<file path="config.mk">
export PLATFORM = sky130hd
export DESIGN_NAME = motion_event_detector
export DESIGN_NICKNAME = d
export VERILOG_FILES = /design/src/rtl/mev_pkg.sv /design/src/rtl/mev_datapath.sv /design/src/rtl/mev_dwell_timer.sv /design/src/rtl/mev_control.sv /design/src/rtl/motion_event_detector.sv
export SDC_FILE = /design/constraint.sdc
export NUM_CORES = 1
export LEC_CHECK = 0
export ABC_AREA = 0
export BUFFER_PORTS_ARGS = -buffer_cell sky130_fd_sc_hd__buf_2
export CAP_MARGIN = 20
export CORE_MARGIN = 2
export CORE_UTILIZATION = 45
export DETAILED_ROUTE_END_ITERATION = 10
export GPL_ROUTABILITY_DRIVEN = 0
export PLACE_DENSITY = 0.73
export SYNTH_ARGS = -nofsm -noshare
export SYNTH_HDL_FRONTEND = slang
export SYNTH_HIERARCHICAL = 1
export SYNTH_SLANG_ARGS = --single-unit
</file>
<file path="constraint.sdc">
create_clock -name clk -period 3.3 [get_ports clk]
set_input_delay 0.165 -clock clk [delete_from_list [all_inputs] [get_ports clk]]
set_output_delay 0.165 -clock clk [all_outputs]
set_load 0.02 [all_outputs]
</file>
<file path="src/rtl/mev_pkg.sv">
package mev_pkg;
  localparam int NUM_AXES   = 3;
  localparam int NUM_EVENTS = 3;
  localparam int EV_ACT     = 0;
  localparam int EV_FF      = 1;
  localparam int EV_INACT   = 2;

  typedef struct packed {
    logic rawValid;
    logic filtValid;
    logic actHit;
    logic ffLow;
    logic inactLow;
  } evStrobe_t;
endpackage

</file>
<file path="src/rtl/mev_datapath.sv">
module mev_datapath
  import mev_pkg::*;
#(
  parameter int MAG_W = 8,
  parameter int THR_W = 8
) (
  input  logic                      clk,
  input  logic                      rstN,
  input  logic                      rawValid,
  input  logic [NUM_AXES*MAG_W-1:0] rawMag,
  input  logic                      filtValid,
  input  logic [NUM_AXES*MAG_W-1:0] filtMag,
  input  logic [THR_W-1:0]          actThresh,
  input  logic [THR_W-1:0]          inactThresh,
  input  logic [THR_W-1:0]          ffThresh,
  input  logic [NUM_AXES-1:0]       actAxisEn,
  input  logic [NUM_AXES-1:0]       inactAxisEn,
  output evStrobe_t                 strobe
);
  logic [MAG_W-1:0] actLim, inactLim, ffLim;
  logic [NUM_AXES-1:0] overAct, underFf, underInact;

  assign actLim   = MAG_W'(actThresh);
  assign inactLim = MAG_W'(inactThresh);
  assign ffLim    = MAG_W'(ffThresh);

  for (genvar i = 0; i < NUM_AXES; i++) begin : gAxis
    logic [MAG_W-1:0] rawAxis, filtAxis;
    assign rawAxis       = rawMag[i*MAG_W +: MAG_W];
    assign filtAxis      = filtMag[i*MAG_W +: MAG_W];
    assign overAct[i]    = actAxisEn[i] && (rawAxis > actLim);
    assign underFf[i]    = rawAxis < ffLim;
    assign underInact[i] = !inactAxisEn[i] || (filtAxis < inactLim);
  end

  always_ff @(posedge clk) begin
    if (!rstN) begin
      strobe <= '0;
    end else begin
      strobe.rawValid  <= rawValid;
      strobe.filtValid <= filtValid;
      strobe.actHit    <= rawValid && (|overAct);
      strobe.ffLow     <= rawValid && (&underFf);
      strobe.inactLow  <= filtValid && (&underInact) && (|inactAxisEn);
    end
  end

  // an activity hit needs at least one enabled axis
  p_act_needs_enable_r2: assert property (@(posedge clk) disable iff (!rstN)
    strobe.actHit |-> $past(|actAxisEn));
  // the inactivity flag only comes from the filtered stream
  p_inact_from_filt_r5: assert property (@(posedge clk) disable iff (!rstN)
    strobe.inactLow |-> $past(filtValid));
  // the free-fall flag only comes from the unfiltered stream
  p_ff_from_raw_r5: assert property (@(posedge clk) disable iff (!rstN)
    strobe.ffLow |-> $past(rawValid));
endmodule

</file>
<file path="src/rtl/mev_dwell_timer.sv">
module mev_dwell_timer #(
  parameter int TIME_W = 8
) (
  input  logic              clk,
  input  logic              rstN,
  input  logic              sampleValid,
  input  logic              qualifies,
  input  logic              tick,
  input  logic [TIME_W-1:0] limit,
  output logic              firePulse
);
  localparam logic [TIME_W-1:0] CNT_MAX = '1;

  logic              active, armed;
  logic [TIME_W-1:0] cnt;
  logic              breakNow, fireNow;

  assign breakNow = sampleValid && !qualifies;
  assign fireNow  = active && armed && (cnt >= limit) && !breakNow;

  always_ff @(posedge clk) begin
    if (!rstN) begin
      active    <= 1'b0;
      armed     <= 1'b1;
      cnt       <= '0;
      firePulse <= 1'b0;
    end else begin
      firePulse <= fireNow;
      if (breakNow) begin
        active <= 1'b0;
        armed  <= 1'b1;
        cnt    <= '0;
      end else begin
        if (sampleValid && qualifies && !active) begin
          active <= 1'b1;
          cnt    <= '0;
        end else if (active && tick && cnt != CNT_MAX) begin
          cnt <= cnt + 1'b1;
        end
        if (fireNow) armed <= 1'b0;
      end
    end
  end

  // pulses are one cycle wide
  p_single_cycle_r8: assert property (@(posedge clk) disable iff (!rstN)
    firePulse |=> !firePulse);
  // a pulse only follows a dwell count that reached the limit
  p_limit_reached_r3: assert property (@(posedge clk) disable iff (!rstN)
    firePulse |-> ($past(cnt) >= $past(limit)));
  // an episode only starts on a qualifying sample
  p_episode_needs_sample_r10: assert property (@(posedge clk) disable iff (!rstN)
    $rose(active) |-> $past(sampleValid && qualifies));
  // a breaking sample leaves the count cleared
  p_break_clears_r4: assert property (@(posedge clk) disable iff (!rstN)
    breakNow |=> (cnt == '0) && !firePulse);
endmodule

</file>
<file path="src/rtl/mev_control.sv">
module mev_control
  import mev_pkg::*;
#(
  parameter int TIME_W = 8
) (
  input  logic              clk,
  input  logic              rstN,
  input  evStrobe_t         strobe,
  input  logic              ffTick,
  input  logic              secTick,
  input  logic [TIME_W-1:0] ffTime,
  input  logic [TIME_W-1:0] inactTime,
  output logic              actPulse,
  output logic              ffPulse,
  output logic              inactPulse
);
  logic              evValid [NUM_EVENTS];
  logic              evQual  [NUM_EVENTS];
  logic              evTick  [NUM_EVENTS];
  logic [TIME_W-1:0] evLimit [NUM_EVENTS];
  logic              evFire  [NUM_EVENTS];

  always_comb begin
    evValid[EV_ACT]   = strobe.rawValid;
    evQual[EV_ACT]    = strobe.actHit;
    evTick[EV_ACT]    = 1'b0;
    evLimit[EV_ACT]   = '0;
    evValid[EV_FF]    = strobe.rawValid;
    evQual[EV_FF]     = strobe.ffLow;
    evTick[EV_FF]     = ffTick;
    evLimit[EV_FF]    = ffTime;
    evValid[EV_INACT] = strobe.filtValid;
    evQual[EV_INACT]  = strobe.inactLow;
    evTick[EV_INACT]  = secTick;
    evLimit[EV_INACT] = inactTime;
  end

  for (genvar e = 0; e < NUM_EVENTS; e++) begin : gEvent
    mev_dwell_timer #(.TIME_W(TIME_W)) uTimer (
      .clk        (clk),
      .rstN       (rstN),
      .sampleValid(evValid[e]),
      .qualifies  (evQual[e]),
      .tick       (evTick[e]),
      .limit      (evLimit[e]),
      .firePulse  (evFire[e])
    );
  end

  assign actPulse   = evFire[EV_ACT];
  assign ffPulse    = evFire[EV_FF];
  assign inactPulse = evFire[EV_INACT];

  // activity fires only on a strobe that saw a hit two edges earlier
  p_act_from_hit_r1: assert property (@(posedge clk) disable iff (!rstN)
    $rose(actPulse) |-> $past(strobe.actHit, 2));
endmodule

</file>
<file path="src/rtl/motion_event_detector.sv">
module motion_event_detector
  import mev_pkg::*;
#(
  parameter int MAG_W  = 8,
  parameter int THR_W  = 8,
  parameter int TIME_W = 8
) (
  input  logic                  clk,
  input  logic                  rstN,
  input  logic                  rawValid,
  input  logic [3*MAG_W-1:0]    rawMag,
  input  logic                  filtValid,
  input  logic [3*MAG_W-1:0]    filtMag,
  input  logic                  ffTick,
  input  logic                  secTick,
  input  logic [THR_W-1:0]      actThresh,
  input  logic [THR_W-1:0]      inactThresh,
  input  logic [THR_W-1:0]      ffThresh,
  input  logic [TIME_W-1:0]     ffTime,
  input  logic [TIME_W-1:0]     inactTime,
  input  logic [2:0]            actAxisEn,
  input  logic [2:0]            inactAxisEn,
  output logic                  actPulse,
  output logic                  ffPulse,
  output logic                  inactPulse
);
  evStrobe_t strobe;

  mev_datapath #(.MAG_W(MAG_W), .THR_W(THR_W)) uDatapath (
    .clk        (clk),
    .rstN       (rstN),
    .rawValid   (rawValid),
    .rawMag     (rawMag),
    .filtValid  (filtValid),
    .filtMag    (filtMag),
    .actThresh  (actThresh),
    .inactThresh(inactThresh),
    .ffThresh   (ffThresh),
    .actAxisEn  (actAxisEn),
    .inactAxisEn(inactAxisEn),
    .strobe     (strobe)
  );

  mev_control #(.TIME_W(TIME_W)) uControl (
    .clk       (clk),
    .rstN      (rstN),
    .strobe    (strobe),
    .ffTick    (ffTick),
    .secTick   (secTick),
    .ffTime    (ffTime),
    .inactTime (inactTime),
    .actPulse  (actPulse),
    .ffPulse   (ffPulse),
    .inactPulse(inactPulse)
  );
endmodule

</file>
# [Word-level counts from Yosys, hierarchy flattened]
# Index checks and enable logic that the tools add are counted.
[totals] out_inout_bits=3 word_cells=84 mem_count=0 mem_bits_rw=0 latchBits=0 in_bits=100 register_bits=30 mem_bits_ro=0
[op_classes] add_sub_neg=2 mux=0 reduce_logical=52 shifts=0 multipliers=0 n_bitwise=1 eq_ne=2 div=0 magnitude_cmp=11
[ops] operator="8-bit less-than comparator" n=6
[ops] operator="1-bit logical AND" n=28
[ops] operator="8-bit > comparator" n=3
[ops] operator="8-bit by 1-bit adder with 8-bit output (second input constant)" n=2
[ops] operator="8-bit >= comparator" n=2
[ops] operator="8-bit inequality test (second input constant)" n=2
[ops] operator="1-bit zero test" n=12
[ops] operator="3-bit OR reduction" n=4
[ops] operator="3-bit AND reduction" n=2
[ops] operator="2-bit OR reduction" n=3
[ops] operator="1-bit logical OR" n=3
[ops] operator="1-bit NOT" n=1

# [Logic depth before layout (Yosys ltp)]
# Gate-level depths: netlist of the first run.
[logic_depth] depth_word=5 mapped_depth=7 depth_no_buf=7

# [Cells and area by module]
# Netlist of the first run, hierarchy kept.
[by_module_without_submodules] module="mev_dwell_timer" area_per_inst_um2=709.4 seq_area_each_um2=220.2 instances=3 cells_per_inst=83
[by_module_without_submodules] module="mev_datapath" area_per_inst_um2=1632.8 seq_area_each_um2=100.1 instances=1 cells_per_inst=196
[by_module_without_submodules] module="mev_control" area_per_inst_um2=3.8 seq_area_each_um2=0.0 instances=1 cells_per_inst=1

# [Least setup slack after synthesis of the first run]
# OpenSTA, ideal clock, no wires.
[synth_path] kind="reg-to-reg" startpoint="reg uControl.gEvent[1].uTimer.cnt[0]" endpoint="reg uControl.gEvent[1].uTimer.armed" path_stages_with_launch=7 path_buffers=0 setup_ns=0.116 t_arrival_ns=1.495 slack_ns=1.689 synth_period_minus_slack_ns=1.611 required_ns=3.184 cell_sequence="dfxtp_1 -> inv_1 -> ha_1 -> nand2b_1 -> a2111oi_0 -> or4_1 -> a31o_1"
[synth_via] elab_chain_cells=3
[synth_rtl] element="from (decl)" line="mev_dwell_timer.sv:15" source="logic [TIME_W-1:0] cnt;"
[synth_rtl] element="from (signal assigned)" line="mev_dwell_timer.sv:38" source="cnt <= cnt + 1'b1;"
[synth_rtl] element="8-bit >= comparator" line="mev_dwell_timer.sv:19" source="assign fireNow = active && armed && (cnt >= limit) && !breakNow;"
[synth_rtl] element="1-bit logical AND (2 in series)" line="mev_dwell_timer.sv:19"
[synth_rtl] element="to (signal assigned)" line="mev_dwell_timer.sv:24" source="armed <= 1'b1;"
[synth_rtl] element="to (signal assigned)" line="mev_dwell_timer.sv:31" source="armed <= 1'b1;"
[synth_rtl] element="to (signal assigned)" line="mev_dwell_timer.sv:40" source="if (fireNow) armed <= 1'b0;"
[synth_rtl] element="to (decl)" line="mev_dwell_timer.sv:14" source="logic active, armed;"
# No other way between the ends.
# A chain may end at the register's enable or synchronous reset.

# [Worst setup path in the final report of the first run]
[layout_path] startpoint="reg uControl.gEvent[2].uTimer.cnt[0]" endpoint="reg uControl.gEvent[2].uTimer.armed"
[layout_via] elab_chain_cells=3
[layout_rtl] element="from (decl)" line="mev_dwell_timer.sv:15"
[layout_rtl] element="from (signal assigned)" line="mev_dwell_timer.sv:38"
[layout_rtl] element="8-bit >= comparator" line="mev_dwell_timer.sv:19"
[layout_rtl] element="1-bit logical AND (2 in series)" line="mev_dwell_timer.sv:19"
[layout_rtl] element="to (signal assigned)" line="mev_dwell_timer.sv:24"
[layout_rtl] element="to (signal assigned)" line="mev_dwell_timer.sv:31"
[layout_rtl] element="to (signal assigned)" line="mev_dwell_timer.sv:40"
[layout_rtl] element="to (decl)" line="mev_dwell_timer.sv:14"
# No other way between the ends.

==> results of run 1 <==
-- area by class of cell --
cell class	instances	area (um2)	area share, %
multi-input cells	359	2820	62.0
inverters	56	210	4.63
flip-flops and latches	38	761	16.8
repair buffers	102	510	11.2
well taps	105	131	2.89
clock inverters	1	30.0	0.661
clock buffers	6	82.6	1.82
-- critical path, stage by stage, from the launching register on --
cell	delay, ps
sky130_fd_sc_hd__dfxtp_1	380
sky130_fd_sc_hd__inv_1	90
sky130_fd_sc_hd__ha_1	270
sky130_fd_sc_hd__nand2b_1	90
sky130_fd_sc_hd__a2111oi_0	80
sky130_fd_sc_hd__or4_1	510
sky130_fd_sc_hd__a31o_1	220
-- power groups by stage --
stage	registers, mW	logic (mW)	clock network [mW]
after floorplan	0.477	0.167	0
after global placement	0.479	0.265	0
after detailed placement	0.480	0.277	0
after CTS	0.469	0.279	0.407
after global routing	0.470	0.325	0.425
final	0.469	0.279	0.397
-- sequential cells by signal, indices dropped and copies added (netlist names) --
register and flops:
uControl/gEvent.uTimer/cnt 24, uDatapath/strobe 5, uControl/gEvent.uTimer/active 3, uControl/gEvent.uTimer/armed 3, uControl/gEvent.uTimer/firePulse 3
-- stage by stage --
| step | instance area [um2] | hold slack, ps | util [%] | std cells |
|---|---|---|---|---|
| floorplan | 3810 | 254 | - | 457 |
| global placement | 4430 | 398 | 54.2 | 660 |
| detailed placement | 4430 | 400 | 54.2 | 660 |
| CTS | 4540 | 91.0 | 55.5 | 667 |
| global route | 4540 | 113 | 55.5 | 667 |
| finish | 4540 | 93.9 | 55.5 | 667 |
-- cell usage after synthesis, types with 2 or more instances --
cell / instances
sky130_fd_sc_hd__a2111oi_0: 4
sky130_fd_sc_hd__a2111oi_2: 4
sky130_fd_sc_hd__a211o_1: 2
sky130_fd_sc_hd__a211oi_1: 10
sky130_fd_sc_hd__a21boi_0: 3
sky130_fd_sc_hd__a21oi_1: 23
sky130_fd_sc_hd__a31o_1: 3
sky130_fd_sc_hd__a31oi_1: 4
sky130_fd_sc_hd__and2_1: 2
sky130_fd_sc_hd__and3_1: 3
sky130_fd_sc_hd__and4_4: 3
sky130_fd_sc_hd__buf_2: 3
sky130_fd_sc_hd__dfxtp_1: 38
sky130_fd_sc_hd__ha_1: 93
sky130_fd_sc_hd__inv_1: 56
sky130_fd_sc_hd__mux2i_1: 9
sky130_fd_sc_hd__nand2_1: 33
sky130_fd_sc_hd__nand2b_1: 4
sky130_fd_sc_hd__nand3_1: 10
sky130_fd_sc_hd__nand4_1: 19
sky130_fd_sc_hd__nor2_1: 37
sky130_fd_sc_hd__nor2b_1: 7
sky130_fd_sc_hd__nor3_1: 7
sky130_fd_sc_hd__nor4bb_1: 3
sky130_fd_sc_hd__o2111ai_1: 9
sky130_fd_sc_hd__o211a_1: 2
sky130_fd_sc_hd__o211ai_1: 9
sky130_fd_sc_hd__o21a_1: 4
sky130_fd_sc_hd__o21ai_0: 7
sky130_fd_sc_hd__o21bai_1: 3
sky130_fd_sc_hd__o221ai_1: 3
sky130_fd_sc_hd__o31ai_1: 3
sky130_fd_sc_hd__or4_1: 3
sky130_fd_sc_hd__xnor2_1: 9
sky130_fd_sc_hd__xor2_1: 6
-- worst min path at each step --
| stage | startpoint | endpoint | slack, ps | depth (start not counted) |
|---|---|---|---|---|
| after floorplan | inactAxisEn[1] | uDatapath/strobe[0]$_SDFF_PN0_ | 250 | 1 |
| after global placement | inactAxisEn[1] | uDatapath/strobe[0]$_SDFF_PN0_ | 400 | 2 |
| after detailed placement | inactAxisEn[1] | uDatapath/strobe[0]$_SDFF_PN0_ | 400 | 2 |
| after CTS | inactAxisEn[1] | uDatapath/strobe[0]$_SDFF_PN0_ | 90 | 2 |
| after global routing | inactAxisEn[1] | uDatapath/strobe[0]$_SDFF_PN0_ | 110 | 2 |
| final | inactAxisEn[1] | uDatapath/strobe[0]$_SDFF_PN0_ | 90 | 2 |
-- routing by layer --
layer / vias to the layer above / global-route usage, %
met1: 1612 / 25.7
met5: - / 0
met4: 0 / 3.81
met2: 82 / 31.9
li1: 1863 / -
met3: 6 / 3.00
-- cells by family (layout without fill, tap and decap cells) --
family                     after synthesis  after routing
xor gates and xnor gates                15             15
buffers and inverters                   60            165
other                                    1             12
adders and majority gates               93             93
AOI/OAI and AO/OA                       98             98
muxes                                    9              9
DFF                                     38             38
and+or+nand+nor                        132            132
==> impl_metrics.yaml, run 1 <==
final_layout:
  mostFrequentLayoutCells: "sky130_fd_sc_hd__buf_2, sky130_fd_sc_hd__ha_1, sky130_fd_sc_hd__inv_1, sky130_fd_sc_hd__dfxtp_1, sky130_fd_sc_hd__nor2_1"
  areaGrowthSynthToFinish_pct: 20.6
  share_of_layout_cells_above_drive_strength_1_pct: 20.8
  most_common_library_cell_in_the_layout_ignoring_fill_and_taps: "sky130_fd_sc_hd__buf_2"
  design.final.nets: 755
  n_antenna_cell: 0
  fillers: 757
sta:
  final.setup.tns_ps: 0
  period_share_pct: 52.6
  hold_viol_final: 0
  timing.clock.skew_ps: 6.98
  setup_slack_ps: 1560
  maxSlewViolCount: 0
  fmaxAchievable_mhz: 576
  period_needed_ps: 1740
  unrepaired_setup_endpoints_after_global_routing: "false"
  finalSetupViolCount: 0
synthesis:
  post_synth_and_or_nand_nor_area_fraction_pct: 17.5
  synthDominantAreaCellType: "sky130_fd_sc_hd__ha_1"
  synth_area_per_cell_um2: 8.44
  synth_top_family_by_area: "adder cells"
  synth_xor_area_share_pct: 3.49
  yosys-top-cells-area: "sky130_fd_sc_hd__ha_1, sky130_fd_sc_hd__dfxtp_1, sky130_fd_sc_hd__inv_1"
  synth-edff-count: 0
  syn-cell-area_mm2: 0.00376
  yosys-mux-area-fraction_pct: 2.39
  synth-compound-area-share_pct: 19.2
  synth-main-ff-cell: "sky130_fd_sc_hd__dfxtp_1"
  yosysSeqAreaShare_pct: 20.2
  ys_async_sr_fraction_pct: 0
  synthesis.instances: 446
  post-synth-top-area-fraction_pct: 30.9
  number_of_synthesized_register_bits: 38
  yosys.area_share.adder_pct: 30.9
  yosysUniqueCellTypes: 43
  yosysWarningCount: 6
status:
  status: "completed"
grt:
  grt_start_max_net_pins: 15
  grt_pass1_vias: 3325
  grt_first_pass_wirelength_um: 14000
  global_route.usage.total_pct: 18.9
  number_of_antenna_violations_at_the_first_check_in_global_routing: 0
  globalRouteOverflowTotal: 0
drt:
  dr_total_vias: 3563
  dr.pass1.iters: 6
  postRouteWirelength_um: 8470
  wl_met3_um: 368
  wl_per_cell_um: 12.7
  final_antenna_net_count: 0
  wl_met2_um: 4010
  avgViaCountPerCell: 5.34
  drt-met1-wl_um: 4050
  topRoutingLayerUsed: "met4"
  drc_markers: 0
  drt_first_iter_violations: 93
worst_setup_path:
  crit_end: "uControl/gEvent[2].uTimer/armed$_SDFFE_PP1P_"
  worst_ep_required_time_ps: 3490
  worst_r2r_path_depth: 6
  setup.worst_path.start: "uControl/gEvent[2].uTimer/cnt[0]$_SDFFE_PP0P_"
  arrival_ps: 1920
  r2r_setup_slack_ps: 1560
  timing.critical_path.to_type: "flop"
  reg2reg_to: "uControl/gEvent[2].uTimer/armed$_SDFFE_PP1P_"
  worstPathMaxFanout: 4
  timing.rr.start: "uControl/gEvent[2].uTimer/cnt[0]$_SDFFE_PP0P_"
  critPathLaunchType: "flop"
  crit_type: "reg2reg"
floorplan:
  core_area_mm2: 0.00818
  die_span_x_um: 95.5
  fp-row-count: 33
  initial_utilization_pct: 46.1
  ioPinCount: 103
  design.die.area_mm2: 0.00911
  fp.dieH_um: 95.5
pwr:
  share_clk_of_total_power_pct: 34.7
  sequential_power_share_pct: 41.0
  power.switching_uw: 308
  power_leakage_nw: 2.21
  switching_portion_of_total_power_pct: 26.8
  peakVddDrop_uv: 182
  power_per_cell_area_mw_per_mm2: 252
  power.combinational.fraction_pct: 24.4
  fin_total_pwr_mw: 1.15
  cellInternalPower_uw: 838
placement:
  place.detailed.hpwl_um: 7290
  port-buffer-count: 102
  post-place-ws_ps: 1590
clocking:
  tritoncts: "built"
  cts.reportedPaths.clkPinSlew_ps: 70
  clock-sinks: 38
  cts_htree_levels: 2
  cts_buffer_depth: 2
  clock-root-buffer: "sky130_fd_sc_hd__clkbuf_8"
  cts_hold_repair.buffers: 0
  cts.repair_timing.setup_buffer_count: 0
  clkLatencyLatePin_ps: 290
  cts_resized: 0
  cts_made_buffers: 5
flow_run:
  maxCapViolations: 0
worst_hold_path:
  min-delay-path-class: "in2reg"
No activity file was read; power rests on OpenSTA's default activity.
==> inputs of run 2 (changes only) <==
==> constraint.sdc (replaced) <==
create_clock -name clk -period 1.81 [get_ports clk]
set_input_delay 0.0905 -clock clk [delete_from_list [all_inputs] [get_ports clk]]
set_output_delay 0.0905 -clock clk [all_outputs]
set_load 0.02 [all_outputs]
==> run 2 against run 1 <==
  * Clock-buffer cell count did not move
  * Non-clock buffer count rose by 2
  * Power rose by 98%
  * Core utilization rose by 0.61 points
  * Via count down 0.20%
  * Global-route usage hardly changed
  * Fmax rose by 0.57%
  * Cell count grew 0.45%
  * Routed wire length up 0.15%
  * Clock power is 130% higher
  * Critical endpoint is now uControl/gEvent[1].uTimer/armed$_SDFFE_PP1P_
  * Highest routed layer unchanged
==> impl_metrics.yaml, run 2 (synthesis gave the netlist of run 1 again) <==
worst_setup_path:
  worst_ep_required_time_ps: 1990
  worstPathMaxFanout: 4
  slowest_delay_ps: 510
  crit_type: "reg2reg"
  timing.critical_path.to_type: "flop"
  arrival_ps: 1910
  timing.critical_path.cells: "inv_1, ha_1, nand2b_1, a2111oi_1, or4_1, a31o_1"
  worst_path_max_delay_cell: "sky130_fd_sc_hd__or4_1"
  critPathLaunchType: "flop"
clocking:
  cts.repair_timing.setup_buffer_count: 0
  clkLatencyLatePin_ps: 300
  cts_buffer_depth: 2
  cts_htree_levels: 2
  tritoncts: "built"
  clock-sinks: 38
  clock-root-buffer: "sky130_fd_sc_hd__clkbuf_8"
  cts_made_buffers: 5
  cts.reportedPaths.clkPinSlew_ps: 70
drt:
  drc_markers: 0
  topRoutingLayerUsed: "met4"
  avgViaCountPerCell: 5.31
  postRouteWirelength_um: 8490
  wl_met2_um: 3890
  drt_first_iter_violations: 62
  dr_total_vias: 3556
  drt-met1-wl_um: 4070
  final_antenna_net_count: 0
  wl_met3_um: 392
  dr.pass1.iters: 4
  wl_per_cell_um: 12.7
final_layout:
  share_of_layout_cells_above_drive_strength_1_pct: 21.2
  finish.cell_count_without_fillers: 670
  biggestRegsByFlops: "uControl/gEvent.uTimer/cnt: 24 flops, uDatapath/strobe: 5 flops"
  registers.top_by_ff_count: "uControl/gEvent.uTimer/cnt"
  number_of_flip_flops_in_the_largest_register: 24
  most_common_library_cell_in_the_layout_ignoring_fill_and_taps: "sky130_fd_sc_hd__buf_2"
  n_antenna_cell: 0
  areaGrowthSynthToFinish_pct: 21.9
  design.final.nets: 757
  mostFrequentLayoutCells: "sky130_fd_sc_hd__buf_2, sky130_fd_sc_hd__ha_1, sky130_fd_sc_hd__inv_1, sky130_fd_sc_hd__nor2_1, sky130_fd_sc_hd__dfxtp_1"
flow_run:
  maxCapViolations: 0
grt:
  grt_pass1_vias: 3343
  grt_first_pass_wirelength_um: 14000
  globalRouteOverflowTotal: 0
  global_route.usage.total_pct: 19.0
  number_of_antenna_violations_at_the_first_check_in_global_routing: 0
  grt_start_max_net_pins: 15
floorplan:
  design.die.area_mm2: 0.00911
  die_span_x_um: 95.5
  core_area_mm2: 0.00818
  ioPinCount: 103
  fp-row-count: 33
  initial_utilization_pct: 46.1
  fp.dieH_um: 95.5
sta:
  maxSlewViolCount: 0
  setup_slack_ps: 83.5
  final.setup.tns_ps: 0
  timing.clock.skew_ps: 12.0
  fmaxAchievable_mhz: 579
  period_share_pct: 95.4
  finalSetupViolCount: 0
  hold_viol_final: 0
  period_needed_ps: 1730
  unrepaired_setup_endpoints_after_global_routing: "false"
status:
  status: "completed"
placement:
  post-place-ws_ps: 89.8
  port-buffer-count: 102
  dpl.cell_count: 661
  place.detailed.hpwl_um: 7270
pwr:
  peakVddDrop_uv: 343
  power_leakage_nw: 2.23
  power_per_cell_area_mw_per_mm2: 493
worst_hold_path:
  min-delay-path-class: "in2reg"
==> run 2: per-stage QoR <==
stage	power (mW)	util, %	area [um2]	hold WS (ps)
floorplan	1.17	-	3810	180
global placement	1.36	54.3	4440	322
detailed placement	1.38	54.3	4440	321
CTS	2.28	56.1	4590	19.6
global route	2.41	56.2	4590	36.5
finish	2.27	56.2	4590	27.8
==> run 2: cell type report <==
class,count,area [um2]
clock buffer,6,82.6
clock inverter,2,60.1
fill,787,3580
inverter,56,210
multi-input combinational,359,2820
sequential,38,762
tap,105,131
timing repair buffer,104,528
==> run 2: per-layer routing <==
| metal | up-vias | track usage [%] |
|---|---|---|
| li1 | 1866 | - |
| met1 | 1585 | 24.6 |
| met2 | 88 | 31.7 |
| met3 | 17 | 3.72 |
| met4 | 0 | 5.83 |
| met5 | - | 0 |
==> run 2: final timing paths <==
check                                                                    from                                              to  slack, ps  cells past startpoint
worst min-delay path                                                filtValid                  uDatapath/strobe[3]$_SDFF_PN0_         30                      2
worst min register to register   uControl/gEvent[1].uTimer/armed$_SDFFE_PP1P_  uControl/gEvent[1].uTimer/firePulse$_SDFF_PN0_        480                      2
worst max register to register  uControl/gEvent[1].uTimer/cnt[0]$_SDFFE_PP0P_    uControl/gEvent[1].uTimer/armed$_SDFFE_PP1P_         80                      6
worst max-delay path            uControl/gEvent[1].uTimer/cnt[0]$_SDFFE_PP0P_    uControl/gEvent[1].uTimer/armed$_SDFFE_PP1P_         80                      6
==> run 2: power by group <==
group	total [mW]	internal [mW]	switching (mW)
Combinational	0.513	0.245	0.267
Clock	0.898	0.588	0.309
Sequential	0.855	0.844	0.0111
Total	2.27	1.68	0.588
==> run 2: repair_timing <==
action                                  CTS  global route
hold endpoints to repair                  1             0
gates resized for setup                   0             2
hold buffers                              1             0
endpoints found under the setup margin    0             3
==> run 2: critical path, delay by kind of cell, from the launching register on <==
| kind | cells | cell delay [ps] |
|---|---|---|
| AND/OR/NAND/NOR | 2 | 600 |
| flip-flops | 1 | 370 |
| AO/OA/AOI/OAI | 2 | 300 |
| adder cells (fa/ha/maj) | 1 | 270 |
| buffers and inverters | 1 | 80 |
